## src/rtl/adc_seq_pkg.sv

```systemverilog
package adc_seq_pkg;

    localparam int RES_BITS    = 12;
    localparam int LEAD_PULSES = 2;
    localparam int LOW_PHASES  = RES_BITS + LEAD_PULSES;

    typedef enum logic [2:0] {
        ST_IDLE,
        ST_WAKE,
        ST_LOW,
        ST_HIGH,
        ST_FIN
    } seq_state_e;

endpackage

```

## src/rtl/adc_phase_timer.sv

```systemverilog
module adc_phase_timer #(
    parameter int CNT_W = 4
) (
    input  logic             clk,
    input  logic             rst,
    input  logic             restart_i,
    input  logic [CNT_W-1:0] term_i,
    output logic             expire_o
);
    logic [CNT_W-1:0] cnt_q;

    assign expire_o = (cnt_q == term_i);

    always_ff @(posedge clk) begin
        if (rst || restart_i || expire_o) begin
            cnt_q <= '0;
        end else begin
            cnt_q <= cnt_q + CNT_W'(1);
        end
    end
endmodule

```

## src/rtl/adc_shift_in.sv

```systemverilog
module adc_shift_in #(
    parameter int W = 11
) (
    input  logic         clk,
    input  logic         rst,
    input  logic         en_i,
    input  logic         bit_i,
    output logic [W-1:0] word_o
);
    always_ff @(posedge clk) begin
        if (rst) begin
            word_o <= '0;
        end else if (en_i) begin
            word_o <= {word_o[W-2:0], bit_i};
        end
    end
endmodule

```

## src/rtl/adc_cs_decode.sv

```systemverilog
module adc_cs_decode #(
    parameter int NUM_DEV = 4,
    parameter int DEV_W   = 2
) (
    input  logic [DEV_W-1:0]   sel_i,
    input  logic               active_i,
    output logic [NUM_DEV-1:0] cs_n_o
);
    for (genvar i = 0; i < NUM_DEV; i++) begin : g_sel
        assign cs_n_o[i] = !(active_i && (sel_i == DEV_W'(i)));
    end
endmodule

```

## src/rtl/adc_rdout_seq.sv

```systemverilog
module adc_rdout_seq
    import adc_seq_pkg::*;
#(
    parameter int NUM_DEV  = 4,
    parameter int DIV      = 4,
    parameter int WAKE_CYC = 4,
    localparam int DEV_W   = (NUM_DEV > 1) ? $clog2(NUM_DEV) : 1
) (
    input  logic               clk,
    input  logic               rst,
    input  logic               start_i,
    input  logic [DEV_W-1:0]   dev_sel_i,
    input  logic               cont_i,
    input  logic               sdo_i,
    output logic               sclk_o,
    output logic [NUM_DEV-1:0] cs_n_o,
    output logic               busy_o,
    output logic               done_o,
    output logic [7:0]         byte_hi_o,
    output logic [7:0]         byte_lo_o
);
    localparam int MAX_PH  = (DIV > WAKE_CYC) ? DIV : ((WAKE_CYC > 0) ? WAKE_CYC : 1);
    localparam int CNT_W   = $clog2(MAX_PH + 1);
    localparam int PULSE_W = $clog2(LOW_PHASES + 1);
    localparam logic [CNT_W-1:0]   DIV_TERM  = CNT_W'(DIV - 1);
    localparam logic [CNT_W-1:0]   WAKE_TERM = CNT_W'((WAKE_CYC > 0) ? WAKE_CYC - 1 : 0);
    localparam logic [PULSE_W-1:0] LAST_LOW  = PULSE_W'(LOW_PHASES - 1);
    localparam logic [PULSE_W-1:0] FIRST_BIT = PULSE_W'(LEAD_PULSES);
    localparam seq_state_e         ENTRY_ST  = (WAKE_CYC == 0) ? ST_LOW : ST_WAKE;

    typedef struct packed {
        seq_state_e         st;
        logic [PULSE_W-1:0] pulse;
        logic [DEV_W-1:0]   dev;
        logic [7:0]         hi;
        logic [7:0]         lo;
    } seq_regs_t;

    seq_regs_t r_d, r_q;

    logic                  expire;
    logic                  sample;
    logic                  restart;
    logic [CNT_W-1:0]      term;
    logic [RES_BITS-2:0]   shift_word;
    logic [RES_BITS-1:0]   full_word;
    logic                  active;

    assign restart   = (r_q.st == ST_IDLE) || (r_q.st == ST_FIN);
    assign term      = (r_q.st == ST_WAKE) ? WAKE_TERM : DIV_TERM;
    assign full_word = {shift_word, sdo_i};

    adc_phase_timer #(.CNT_W(CNT_W)) u_timer (
        .clk       (clk),
        .rst       (rst),
        .restart_i (restart),
        .term_i    (term),
        .expire_o  (expire)
    );

    adc_shift_in #(.W(RES_BITS - 1)) u_shift (
        .clk    (clk),
        .rst    (rst),
        .en_i   (sample),
        .bit_i  (sdo_i),
        .word_o (shift_word)
    );

    always_comb begin
        r_d    = r_q;
        sample = 1'b0;
        case (r_q.st)
            ST_IDLE: begin
                r_d.pulse = '0;
                if (start_i && (int'(dev_sel_i) < NUM_DEV)) begin
                    r_d.dev = dev_sel_i;
                    r_d.st  = ENTRY_ST;
                end
            end
            ST_WAKE: begin
                if (expire) r_d.st = ST_LOW;
            end
            ST_LOW: begin
                if (expire) begin
                    sample = (r_q.pulse >= FIRST_BIT);
                    if (r_q.pulse == LAST_LOW) begin
                        r_d.st = ST_FIN;
                        r_d.hi = full_word[RES_BITS-1:RES_BITS-8];
                        r_d.lo = {full_word[RES_BITS-9:0], 4'b0000};
                    end else begin
                        r_d.st = ST_HIGH;
                    end
                end
            end
            ST_HIGH: begin
                if (expire) begin
                    r_d.st    = ST_LOW;
                    r_d.pulse = r_q.pulse + PULSE_W'(1);
                end
            end
            ST_FIN: begin
                r_d.pulse = '0;
                r_d.st    = cont_i ? ENTRY_ST : ST_IDLE;
            end
            default: r_d.st = ST_IDLE;
        endcase
    end

    always_ff @(posedge clk) begin
        if (rst) begin
            r_q <= '{st: ST_IDLE, pulse: '0, dev: '0, hi: '0, lo: '0};
        end else begin
            r_q <= r_d;
        end
    end

    assign active = (r_q.st == ST_WAKE) || (r_q.st == ST_LOW) || (r_q.st == ST_HIGH);

    adc_cs_decode #(.NUM_DEV(NUM_DEV), .DEV_W(DEV_W)) u_cs (
        .sel_i    (r_q.dev),
        .active_i (active),
        .cs_n_o   (cs_n_o)
    );

    assign sclk_o    = (r_q.st == ST_HIGH);
    assign busy_o    = active;
    assign done_o    = (r_q.st == ST_FIN);
    assign byte_hi_o = r_q.hi;
    assign byte_lo_o = r_q.lo;
endmodule

```

## config.mk

```make
export PLATFORM = sky130hd
export DESIGN_NAME = adc_rdout_seq
export DESIGN_NICKNAME = d
export VERILOG_FILES = /design/src/rtl/adc_seq_pkg.sv /design/src/rtl/adc_phase_timer.sv /design/src/rtl/adc_shift_in.sv /design/src/rtl/adc_cs_decode.sv /design/src/rtl/adc_rdout_seq.sv
export SDC_FILE = /design/constraint.sdc
export NUM_CORES = 1
export LEC_CHECK = 0
export ABC_AREA = 1
export ABC_CLOCK_PERIOD_IN_PS = 2100
export BUFFER_PORTS_ARGS = -buffer_cell sky130_fd_sc_hd__buf_2
export CORE_ASPECT_RATIO = 1.4
export CORE_MARGIN = 1.5
export CORE_UTILIZATION = 46
export CTS_CLUSTER_DIAMETER = 50
export DETAILED_ROUTE_END_ITERATION = 10
export PLACE_DENSITY_LB_ADDON = 0.05
export SLEW_MARGIN = 15
export SYNTH_ARGS = -nofsm -noshare
export SYNTH_HDL_FRONTEND = slang
export SYNTH_SLANG_ARGS = --single-unit
export TNS_END_PERCENT = 10
```

## constraint.sdc

```tcl
create_clock -name clk -period 2.1 [get_ports clk]
set_clock_uncertainty 0.2 [all_clocks]
set_input_delay 0 -clock clk [delete_from_list [all_inputs] [get_ports clk]]
set_output_delay 0 -clock clk [all_outputs]
set_load 0.03 [all_outputs]
```

Word level (Yosys, flattened, before mapping)
Cells that the tools add are included.

word-level totals
  bits of input ports = 7
  output and inout port bits = 23
  word-level logic and storage cells = 54
  bits in registers = 35

cells by class
  add/sub/neg operators = 2
  $lt $le $gt $ge = 1
  reductions and logical operators = 21
  muxes and demuxes = 10
  eq/ne operators = 13

operators by type and width
  cell                                                 number
  one-hot mux 3 bit (5 select lines)                   1
  two-way mux 3 bit                                    4
  equality test 3 x 2 -> 1 bit, second input constant  3
  one-hot mux 4 bit (2 select lines)                   1
  two-way mux 7 bit                                    1
  != test 2 x 1 -> 1 bit, second input constant        3
  logical OR 1 bit                                     5
  adder 4 x 1 -> 4 bit, second input constant          1
  equality test 2 bit, second input constant           2
  equality test 4 bit, second input constant           1
  >= comparator 4 x 2 -> 1 bit, second input constant  1
  logical AND 1 bit                                    4
  zero test 1 bit                                      4
  AND reduction 2 bit                                  2
  AND reduction 4 bit                                  1
  adder 3 x 1 -> 3 bit, second input constant          1
  equality test 3 x 1 -> 1 bit, second input constant  1
  equality test 3 bit, second input constant           1
  zero test 3 bit                                      1
  two-way mux 1 bit                                    3
  AND reduction 3 bit                                  1
  equality test 2 x 1 -> 1 bit, second input constant  1
  zero test 2 bit                                      1
  != test 2 bit, second input constant                 1
  2 further kinds                                      2

Longest topological paths before layout
Gate-level depths: netlist of run 1.

  depth after elaboration = 5
  gate-level depth with buffers = 9
  mapped depth without buffers = 8

By module
Synthesis of run 1 repeated with hierarchy kept, for this count alone.

unflattened totals
  cells, all modules = 250
  area, all modules = 1717.9 um2

modules (own cells, without submodules)
  module           sequential area each (um2)  area an instance (um2)  times used  cells each
  adc_rdout_seq    420.4                       1061.0                  1           149
  adc_shift_in     220.2                       457.9                   1           70
  adc_phase_timer  60.1                        168.9                   1           24
  adc_cs_decode    0.0                         30.0                    1           7

Worst setup path before layout of run 1
No wires, ideal clock.

  kind = flip-flop to output port
  start = register r_q[22] in the netlist's numbering
  end = output cs_n_o[0]
  setup slack = 378 ps
  data arrival time = 1522 ps
  stages on the path, launching flop included = 4
  cells stage by stage = dfxtp_1 > nor2_1 > nor2_1 > nand3_1

between the ends
  word-level cells in the longest chain between the ends = 5

RTL lines
  item                                                                          RTL line              text
  start, declared                                                               adc_rdout_seq.sv:39   seq_regs_t r_d, r_q;
  start signal, assigned                                                        adc_rdout_seq.sv:111  r_q <= '{st: ST_IDLE, pulse: '0, dev: '0, hi: '0, lo: '0};
  start signal, assigned                                                        adc_rdout_seq.sv:113  r_q <= r_d;
  equality test 3 x 1 -> 1 bit or equality test 3 x 2 -> 1 bit (tied branches)  adc_rdout_seq.sv:117  assign active = (r_q.st == ST_WAKE) || (r_q.st == ST_LOW) || (r_q.st == ST_HIGH);
  logical OR 1 bit                                                              adc_rdout_seq.sv:117
  logical OR 1 bit (*)                                                          adc_rdout_seq.sv:117
  named net busy_o                                                              adc_rdout_seq.sv:17   output logic busy_o,
  logical AND 1 bit (*)                                                         adc_cs_decode.sv:10   assign cs_n_o[i] = !(active_i && (sel_i == DEV_W'(i)));
  zero test 1 bit (*)                                                           adc_cs_decode.sv:10
  end, declared                                                                 adc_rdout_seq.sv:16   output logic [NUM_DEV-1:0] cs_n_o,

The timed path passes the listed nets; every way through them passes the cells marked *.

Worst setup path after layout of run 1
  start = register u_timer.cnt_q[0]
  end = register r_q[22] in the netlist's numbering

between the ends
  word-level cells in the longest chain between the ends = 3

RTL lines
  item                                      RTL line               text
  start, declared                           adc_phase_timer.sv:10  logic [CNT_W-1:0] cnt_q;
  start signal, assigned                    adc_phase_timer.sv:18  cnt_q <= cnt_q + CNT_W'(1);
  equality test 3 x 2 -> 1 bit (*)          adc_phase_timer.sv:12  assign expire_o = (cnt_q == term_i);
  != test 2 x 1 -> 1 bit (no source line)   -
  AND reduction 4 bit (no source line) (*)  -

Mark *: on every way between the ends. The rest lies on a longest branch, timed or not.
A chain may end at the register's enable or synchronous reset.

==> impl_metrics.ini, run 1 <==
[synth]
synth_top_cells_by_area = sky130_fd_sc_hd__dfxtp_1 (40%), sky130_fd_sc_hd__nor2_1 (12%), sky130_fd_sc_hd__nand2_1 (11%)
synth_top_area_share_pct = 39.7
synth_flop_cell = sky130_fd_sc_hd__dfxtp_1
seq_area_frac_synth_pct = 39.7
mappedNetlistArea_um2 = 1760
synth.ff_latch_count = 35
synth_common_cells = sky130_fd_sc_hd__nor2_1 (58), sky130_fd_sc_hd__nand2_1 (52), sky130_fd_sc_hd__dfxtp_1 (35)
synthArstFlopShare_pct = 0
synth_top_area_cell = sky130_fd_sc_hd__dfxtp_1
post_synth_edffs = 0
syn_avg_cell_area_um2 = 7.11
yosysWarnings = 0
synthMostInstantiatedCell = sky130_fd_sc_hd__nor2_1
syn_inst = 248
unique_masters_post_synth = 21

[critical_path]
worst_ep_arrival_time_ns = 1.98
critical-path-top-delay-family = buffers and inverters
timing.critical_path.cells = ha_1 -> ha_4 -> inv_1 -> nand3_1 -> nand3_1 -> nor2_1 -> dlygate4sd3_1 -> nor2_1
cp_slowest_cell = sky130_fd_sc_hd__dlygate4sd3_1
worstSetupStartpointType = register
cp_num_buf_inv = 2
end_kind = register
critical_path_required_ns = 2.13
timing.critical_path.fanout_max = 3
classification_of_the_worst_setup_path = register to register
max_stage_delay_ns = 0.55

[status]
outcome = finished, final reports clean

[global_routing]
grt_antenna_before_repair = 0
grt_pass1_vias = 1274
global_route_wire_length_before_repair_um = 5420
maximum_number_of_pins_on_one_net_before_global_route_repair = 28
grt.overflow.total = 0
groute.usage.overall_pct = 15.9

[routing]
detailed_route_drc_error_count = 0
first_iter_violations = 20
detail_route.wl_per_cell_um = 9.68
wl_met1_um = 1410
postRouteWirelength_um = 3030
wl_met2_um = 1450
route.top_layer_used = met4
met3_length_um = 105
via_count = 1402
antenna_violating_nets_post_route = 0
drt-vias-per-instance = 4.48
firstDrtPassIters = 4

[cts]
tritoncts.num_buffers = 5
clkSlewWorstSetupHoldPaths_ns = 0.07
root_buffer = sky130_fd_sc_hd__clkbuf_8
tritoncts = yes
clockBufferDepth = 2
h-tree-depth = 2
insertion_delay_ns = 0.29
numClockSinks = 35

[sta]
hold_viol_final = 0
post_layout_minimum_cycle_time_ns = 1.95
finalSetupTns_ns = 0
fmaxAchievable_mhz = 513
setup_viol = 0
unrepaired_setup_endpoints_after_global_routing = false
final.period_utilization_pct = 92.8
drv_slew = 0

[pwr]
p_leak_uw = 0.000895
power.density_nw_per_um2 = 883
vdd_ir_drop_max_uv = 582

[floorplanning]
chipHeight_um = 76.3
placeableCoreArea_um2 = 3680
dieArea_um2 = 4220
fp.dieW_um = 55.3
std_cell_rows = 26
floorplan.initialDensity_pct = 48.0
io_pins = 30

[hold_path]
hp-class = register to register

[final_layout]
layout.area.seq_um2 = 703
utilization_pct = 53.2
final.fill_count = 396
share_of_final_layout_standard_cells_stronger_than_drive_strength_1_pct = 17.3
antennaDiodeCount = 0
syn_to_layout_area_delta_pct = 11.0
multi_input_area_um2 = 792
fin_nets = 282

[run]
max_cap_violations = 0

[placed_design]
routabilityCongestion = 0.737
buffer_ports.inserted = 25
dp_hpwl_um = 2060
## state kept, by name, summed over array words and instances (netlist names)
name,flops
byte_lo_o,4
r_q,9
u_shift.word_o,11
byte_hi_o,8
u_timer.cnt_q,3
## cell usage in the layout (no fill, tap or decap), drive strengths merged, types with 2 or more instances in the layout
| cell type | instances |
|---|---|
| clkinv | 2 |
| conb | 4 |
| dlygate4sd3 | 9 |
| clkbuf | 7 |
| nand2 | 52 |
| inv | 27 |
| nand3 | 28 |
| ha | 5 |
| a21oi | 5 |
| dfxtp | 35 |
| nor2 | 66 |
| o21ai | 2 |
| buf | 26 |
## report_power, final
part / leakage (uW) / switching [uW] / internal (uW)
sequential: 0.000284 / 55.3 / 706
combinational: 0.000568 / 332 / 165
clock: 0.0000422 / 237 / 233
## path summary, 6_finish.rpt
check             slack, ns                        start                          end  cells after the start
hold / removal         0.23  u_timer.cnt_q[0]$_SDFF_PP0_  u_timer.cnt_q[0]$_SDFF_PP0_                      1
setup reg to reg       0.15  u_timer.cnt_q[0]$_SDFF_PP0_         r_q[22]$_SDFFE_PP0P_                      8
hold reg to reg        0.23  u_timer.cnt_q[0]$_SDFF_PP0_  u_timer.cnt_q[0]$_SDFF_PP0_                      1
setup / recovery       0.15  u_timer.cnt_q[0]$_SDFF_PP0_         r_q[22]$_SDFFE_PP0P_                      8
## through the flow
step | std cells | cell area [um2] | setup slack, ns | hold WS [ns] | total power [uW]
detailed placement | 296 | 1770 | 0.381 | 0.0594 | 1240
global route | 313 | 1960 | 0.0183 | 0.272 | 1850
finish | 313 | 1960 | 0.150 | 0.226 | 1730
global placement | 296 | 1770 | 0.383 | 0.0558 | 1240
CTS | 313 | 1940 | 0.0793 | 0.228 | 1740
floorplan | 251 | 1770 | 0.378 | -0.131 | 1140
## per-layer routing
| layer | global-route usage [%] | vias to the layer above |
|---|---|---|
| met5 | 0 | - |
| met4 | 7.32 | 0 |
| met3 | 4.58 | 6 |
| met2 | 26.9 | 22 |
| met1 | 18.2 | 597 |
| li1 | - | 777 |
## logic make-up after synthesis
family / after synthesis / synth area share (%)
flops: 35 / 39.7
xor+xnor: 1 / 0.497
other cells: 1 / 0.213
fa+ha+maj: 5 / 3.55
simple gates: 148 / 37.2
compound gates: 7 / 1.99
buf+inv: 51 / 16.8
## timing repair
item,in CTS,in global routing
endpoints found under the setup margin,0,3
hold buffers,9,0
hold endpoints to repair,14,0
resized for setup,0,5
setup buffers,0,0
## cell type report
class | instances | area share (%)
clock buffers | 7 | 3.90
clock inverters | 1 | 0.256
inverters | 28 | 5.37
multi-input cells | 165 | 40.5
flip-flops and latches | 35 | 35.9
well taps | 42 | 2.69
repair buffers | 35 | 11.4
Note: power is estimated with default switching activity, not from simulation.
==> run 2: changes to the inputs <==
RECOVER_POWER = 100   (was default)
==> impl_metrics.ini, run 2 (same netlist as run 1, synthesis figures left out) <==
[status]
outcome = finished, final reports clean

[floorplanning]
placeableCoreArea_um2 = 3680
floorplan.initialDensity_pct = 48.0
std_cell_rows = 26
chipHeight_um = 76.3
fp.dieW_um = 55.3
dieArea_um2 = 4220
io_pins = 30

[routing]
via_count = 1403
firstDrtPassIters = 4
drt-vias-per-instance = 4.48
antenna_violating_nets_post_route = 0
detailed_route_drc_error_count = 0
first_iter_violations = 20
postRouteWirelength_um = 3020
detail_route.wl_per_cell_um = 9.65

[final_layout]
antennaDiodeCount = 0
fin_nets = 282
largest_reg_flops = 11
final_common_cell = sky130_fd_sc_hd__nor2_1
share_of_final_layout_standard_cells_stronger_than_drive_strength_1_pct = 10.3
syn_to_layout_area_delta_pct = 9.01
stdcell_count = 313
layout.cells.most_common_list = sky130_fd_sc_hd__nor2_1 (57), sky130_fd_sc_hd__nand2_1 (52), sky130_fd_sc_hd__dfxtp_1 (33), sky130_fd_sc_hd__nand3_1 (27), sky130_fd_sc_hd__inv_1 (26)
top_register = u_shift.word_o

[global_routing]
global_route_wire_length_before_repair_um = 5420
grt_busiest_layer = met2
grt.overflow.total = 0
grt_pass1_vias = 1274
groute.layer.met1.usage_pct = 18.2
gr-usage-met3_pct = 4.58
met2_track_utilization_from_global_routing_pct = 26.9
grt_antenna_before_repair = 0
groute.usage.overall_pct = 15.9
maximum_number_of_pins_on_one_net_before_global_route_repair = 28

[cts]
clockBufferDepth = 2
numClockSinks = 35
insertion_delay_ns = 0.29
tritoncts = yes
cts_setup_buffers = 0
clkSlewWorstSetupHoldPaths_ns = 0.07
root_buffer = sky130_fd_sc_hd__clkbuf_8
h-tree-depth = 2
tritoncts.num_buffers = 5

[pwr]
seq_power_share_pct = 44.3
p_int_uw = 1090
vdd_ir_drop_max_uv = 570
power.density_nw_per_um2 = 888
clock_power_share_pct = 27.5
power.share.combinational_pct = 28.2
switching_share_pct = 36.1
p_switching_uw = 616
p_leak_uw = 0.000825

[run]
max_cap_violations = 0

[critical_path]
critical_path_required_ns = 2.13
end_kind = register
timing.critical_path.cells = ha_1 -> ha_4 -> inv_1 -> nand3_1 -> nand3_1 -> nor2_1 -> dlygate4sd3_1 -> nor2_1
worst_ep_arrival_time_ns = 1.97
max_stage_delay_ns = 0.55
worstSetupStartpointType = register
classification_of_the_worst_setup_path = register to register
timing.critical_path.fanout_max = 3
worstReg2RegStart = u_timer.cnt_q[0]$_SDFF_PP0_
r2r_end = r_q[22]$_SDFFE_PP0P_
cp_slowest_cell = sky130_fd_sc_hd__dlygate4sd3_1
r2r_slack_ns = 0.16
cp_num_buf_inv = 2
ff2ff_path_depth = 8
critical-path-top-delay-family = buffers and inverters

[sta]
setup_viol = 0
drv_slew = 0
post_layout_minimum_cycle_time_ns = 1.94
final.period_utilization_pct = 92.3
unrepaired_setup_endpoints_after_global_routing = false
finalSetupTns_ns = 0
final_critical_path_setup_slack_ns = 0.162
fmaxAchievable_mhz = 516
hold_viol_final = 0
holdWs_ns = 0.228

[placed_design]
numPlacedInstances = 296
dp_hpwl_um = 2060
buffer_ports.inserted = 25
dp_worst_setup_slack_ns = 0.381
routabilityCongestion = 0.737

[hold_path]
destination_of_the_worst_hold_path = u_timer.cnt_q[0]$_SDFF_PP0_
min_path_cells = 1
hp-class = register to register
worstHoldStart = u_timer.cnt_q[0]$_SDFF_PP0_
==> run 2: changes by cell type in the layout (fill, tap and decap cells not counted) <==
cell / delta
sky130_fd_sc_hd__buf_2: -18
sky130_fd_sc_hd__clkbuf_1: +18
sky130_fd_sc_hd__nand3_1: +1
sky130_fd_sc_hd__nand3_4: -1
==> run 2: worst max path at each step <==
stage / from / to / slack (ns) / cells past startpoint
2_1_floorplan: r_q[22]$_SDFFE_PP0P_ / cs_n_o[0] / 0.38 / 3
3_3_place_gp: u_timer.cnt_q[0]$_SDFF_PP0_ / u_shift.word_o[10]$_SDFFE_PP0P_ / 0.38 / 7
3_5_place_dp: u_timer.cnt_q[0]$_SDFF_PP0_ / u_shift.word_o[10]$_SDFFE_PP0P_ / 0.38 / 7
4_1_cts: r_q[22]$_SDFFE_PP0P_ / r_q[17]$_SDFFE_PP0P_ / 0.08 / 5
5_1_grt: r_q[19]$_SDFFE_PP0P_ / r_q[22]$_SDFFE_PP0P_ / 0.02 / 8
6_report: u_timer.cnt_q[0]$_SDFF_PP0_ / r_q[22]$_SDFFE_PP0P_ / 0.16 / 8
==> run 2: metal layers <==
| metal | share of wire, % | vias to the layer above |
|---|---|---|
| met4 | 2.1 | 0 |
| met3 | 3.7 | 6 |
| li1 | - | 775 |
| met5 | 0 | - |
| met1 | 46 | 600 |
| met2 | 48 | 22 |
==> run 2: power groups by stage <==
stage | registers, uW | clock network (uW) | logic (uW)
detailed placement | 772 | 0 | 466
global placement | 773 | 0 | 465
CTS | 757 | 484 | 498
floorplan | 763 | 0 | 375
global route | 764 | 521 | 545
finish | 757 | 470 | 481
==> run 2: cell type report <==
class | count | area, um2
sequential | 35 | 703
clock inverter | 1 | 5.00
clock buffer | 7 | 76.3
timing repair buffer | 35 | 200
inverter | 28 | 105
tap | 42 | 52.6
multi-input combinational | 165 | 779
fill | 400 | 1750
==> run 2: stage by stage <==
stage | area (um2) | total power, uW | util [%]
finish | 1920 | 1710 | 52.3
global route | 1920 | 1830 | 52.3
CTS | 1940 | 1740 | 52.8
detailed placement | 1770 | 1240 | 48.1
global placement | 1770 | 1240 | 48.1
floorplan | 1770 | 1140 | -
==> run 2: timing repair <==
action | 4_1_cts | 5_1_grt
setup endpoints to repair | 0 | 3
resized for setup | 0 | 5
hold buffers | 9 | 0
hold endpoints to repair | 14 | 0
==> run 3: changes to the inputs <==
CORE_UTILIZATION = 40   (was 46)
==> impl_metrics.ini, run 3 (same netlist as run 1, synthesis figures left out) <==
[cts]
tritoncts.num_buffers = 5
insertion_delay_ns = 0.29
clockBufferDepth = 2
root_buffer = sky130_fd_sc_hd__clkbuf_8
cts_setup_buffers = 0
h-tree-depth = 2
numClockSinks = 35
clkSlewWorstSetupHoldPaths_ns = 0.07
tritoncts = yes

[hold_path]
destination_of_the_worst_hold_path = u_timer.cnt_q[0]$_SDFF_PP0_
worstHoldStart = u_timer.cnt_q[0]$_SDFF_PP0_
min_path_cells = 1
hp-class = register to register

[floorplanning]
std_cell_rows = 28
floorplan.initialDensity_pct = 41.6
io_pins = 30
dieArea_um2 = 4820
fp.dieW_um = 59.1
chipHeight_um = 81.6
placeableCoreArea_um2 = 4240

[routing]
antenna_violating_nets_post_route = 0
first_iter_violations = 40
firstDrtPassIters = 3
postRouteWirelength_um = 3150
detailed_route_drc_error_count = 0
drt-vias-per-instance = 4.17
detail_route.wl_per_cell_um = 9.46
via_count = 1389

[placed_design]
routabilityCongestion = 0.715
dpl-instance-area_um2 = 1810
buffer_ports.inserted = 25
dp_worst_setup_slack_ns = 0.410
dp_hpwl_um = 2200

[status]
outcome = finished, final reports clean

[global_routing]
maximum_number_of_pins_on_one_net_before_global_route_repair = 28
groute.usage.overall_pct = 14.9
grt.overflow.total = 0
gr-usage-met3_pct = 3.31
met2_track_utilization_from_global_routing_pct = 26.4
groute.layer.met1.usage_pct = 16.1
grt_antenna_before_repair = 0
grt_pass1_vias = 1280
grt_busiest_layer = met2
global_route_wire_length_before_repair_um = 5440

[pwr]
power.density_nw_per_um2 = 942
clock_power_share_pct = 33.7
power.share.combinational_pct = 25.7
vdd_ir_drop_max_uv = 531
p_int_uw = 1240
p_leak_uw = 0.000851
p_switching_uw = 627
switching_share_pct = 33.6
seq_power_share_pct = 40.6

[sta]
final.period_utilization_pct = 92.9
fmaxAchievable_mhz = 513
finalSetupTns_ns = 0
setup_viol = 0
hold_viol_final = 0
unrepaired_setup_endpoints_after_global_routing = false
post_layout_minimum_cycle_time_ns = 1.95
holdWs_ns = 0.225
final_critical_path_setup_slack_ns = 0.149
drv_slew = 0

[final_layout]
antennaDiodeCount = 0
fin_nets = 284
largest_reg_flops = 11
share_of_final_layout_standard_cells_stronger_than_drive_strength_1_pct = 11.0
layout.cells.most_common_list = sky130_fd_sc_hd__nor2_1 (57), sky130_fd_sc_hd__nand2_1 (52), sky130_fd_sc_hd__dfxtp_1 (34), sky130_fd_sc_hd__nand3_1 (27), sky130_fd_sc_hd__inv_1 (26)
syn_to_layout_area_delta_pct = 12.5
final.fill_count = 473
final_common_cell = sky130_fd_sc_hd__nor2_1
top_register = u_shift.word_o
utilization_pct = 46.8
layout.cell_area.non_filler_um2 = 1980

[critical_path]
r2r_end = r_q[22]$_SDFFE_PP0P_
cp_num_buf_inv = 2
timing.critical_path.cells = buf_4 -> ha_1 -> nand3_2 -> nand3_1 -> nand2_1 -> nor2_1 -> dlygate4sd3_1 -> nor2_1
classification_of_the_worst_setup_path = register to register
worst_ep_arrival_time_ns = 1.94
timing.critical_path.fanout_max = 4
r2r_slack_ns = 0.15
end_kind = register
ff2ff_path_depth = 8
worstSetupStartpointType = register
worstReg2RegStart = r_q[18]$_SDFFE_PP0P_
critical-path-top-delay-family = buffers and inverters
max_stage_delay_ns = 0.55
critical_path_required_ns = 2.09
cp_slowest_cell = sky130_fd_sc_hd__dlygate4sd3_1
crit_top_cell = sky130_fd_sc_hd__nor2_1

[run]
max_cap_violations = 0
run 3: per-stage QoR:
stage | std cells | power, uW
6_report | 333 | 1870
5_1_grt | 333 | 2010
3_5_place_dp | 316 | 1240
2_1_floorplan | 251 | 1140
3_3_place_gp | 316 | 1250
4_1_cts | 333 | 1910
run 3: worst register-to-register path, delay by kind of cell, from the launching register on:
family / cells / cell delay [ns]
DFF: 1 / 0.33
adders and majority gates: 1 / 0.15
buffers and inverters: 2 / 0.68
and+or+nand+nor: 5 / 0.49
run 3: layer usage:
layer	routed length (um)	part of all wire (%)
met1	1470	47
met2	1520	48
met3	96	3.0
met4	72	2.3
met5	0	0
run 3: area by class of cell:
cell class,count,area (um2),share of cell area [%]
clock buffers,6,82.6,4.16
clock inverters,2,35.0,1.77
inverters,28,105,5.30
multi-input cells,165,769,38.8
flip-flops and latches,35,702,35.4
well taps,60,75.1,3.79
repair buffers,37,214,10.8
run 3: how the worst max path moves through the flow:
stage	start	to	slack (ns)	cells after the start
finish	r_q[18]$_SDFFE_PP0P_	r_q[22]$_SDFFE_PP0P_	0.15	8
global route	r_q[18]$_SDFFE_PP0P_	r_q[22]$_SDFFE_PP0P_	0.02	8
CTS	r_q[23]$_SDFFE_PP0P_	r_q[16]$_SDFFE_PP0P_	0.06	5
detailed placement	u_timer.cnt_q[0]$_SDFF_PP0_	byte_hi_o[4]$_SDFFE_PP0P_	0.41	7
global placement	u_timer.cnt_q[0]$_SDFF_PP0_	byte_hi_o[4]$_SDFFE_PP0P_	0.44	7
floorplan	r_q[22]$_SDFFE_PP0P_	cs_n_o[0]	0.38	3
run 3: what timing repair did:
item | 4_1_cts | 5_1_grt
hold buffers | 9 | 0
gates resized for setup | 0 | 3
hold endpoints to repair | 13 | 0
setup endpoints to repair | 0 | 3
run 3: power groups by stage:
| stage | logic (uW) | registers [uW] | clock network [uW] |
|---|---|---|---|
| after floorplan | 375 | 763 | 0 |
| final | 480 | 758 | 629 |
| after global placement | 471 | 775 | 0 |
| after detailed placement | 469 | 773 | 0 |
| after global routing | 557 | 764 | 684 |
| after CTS | 501 | 758 | 652 |
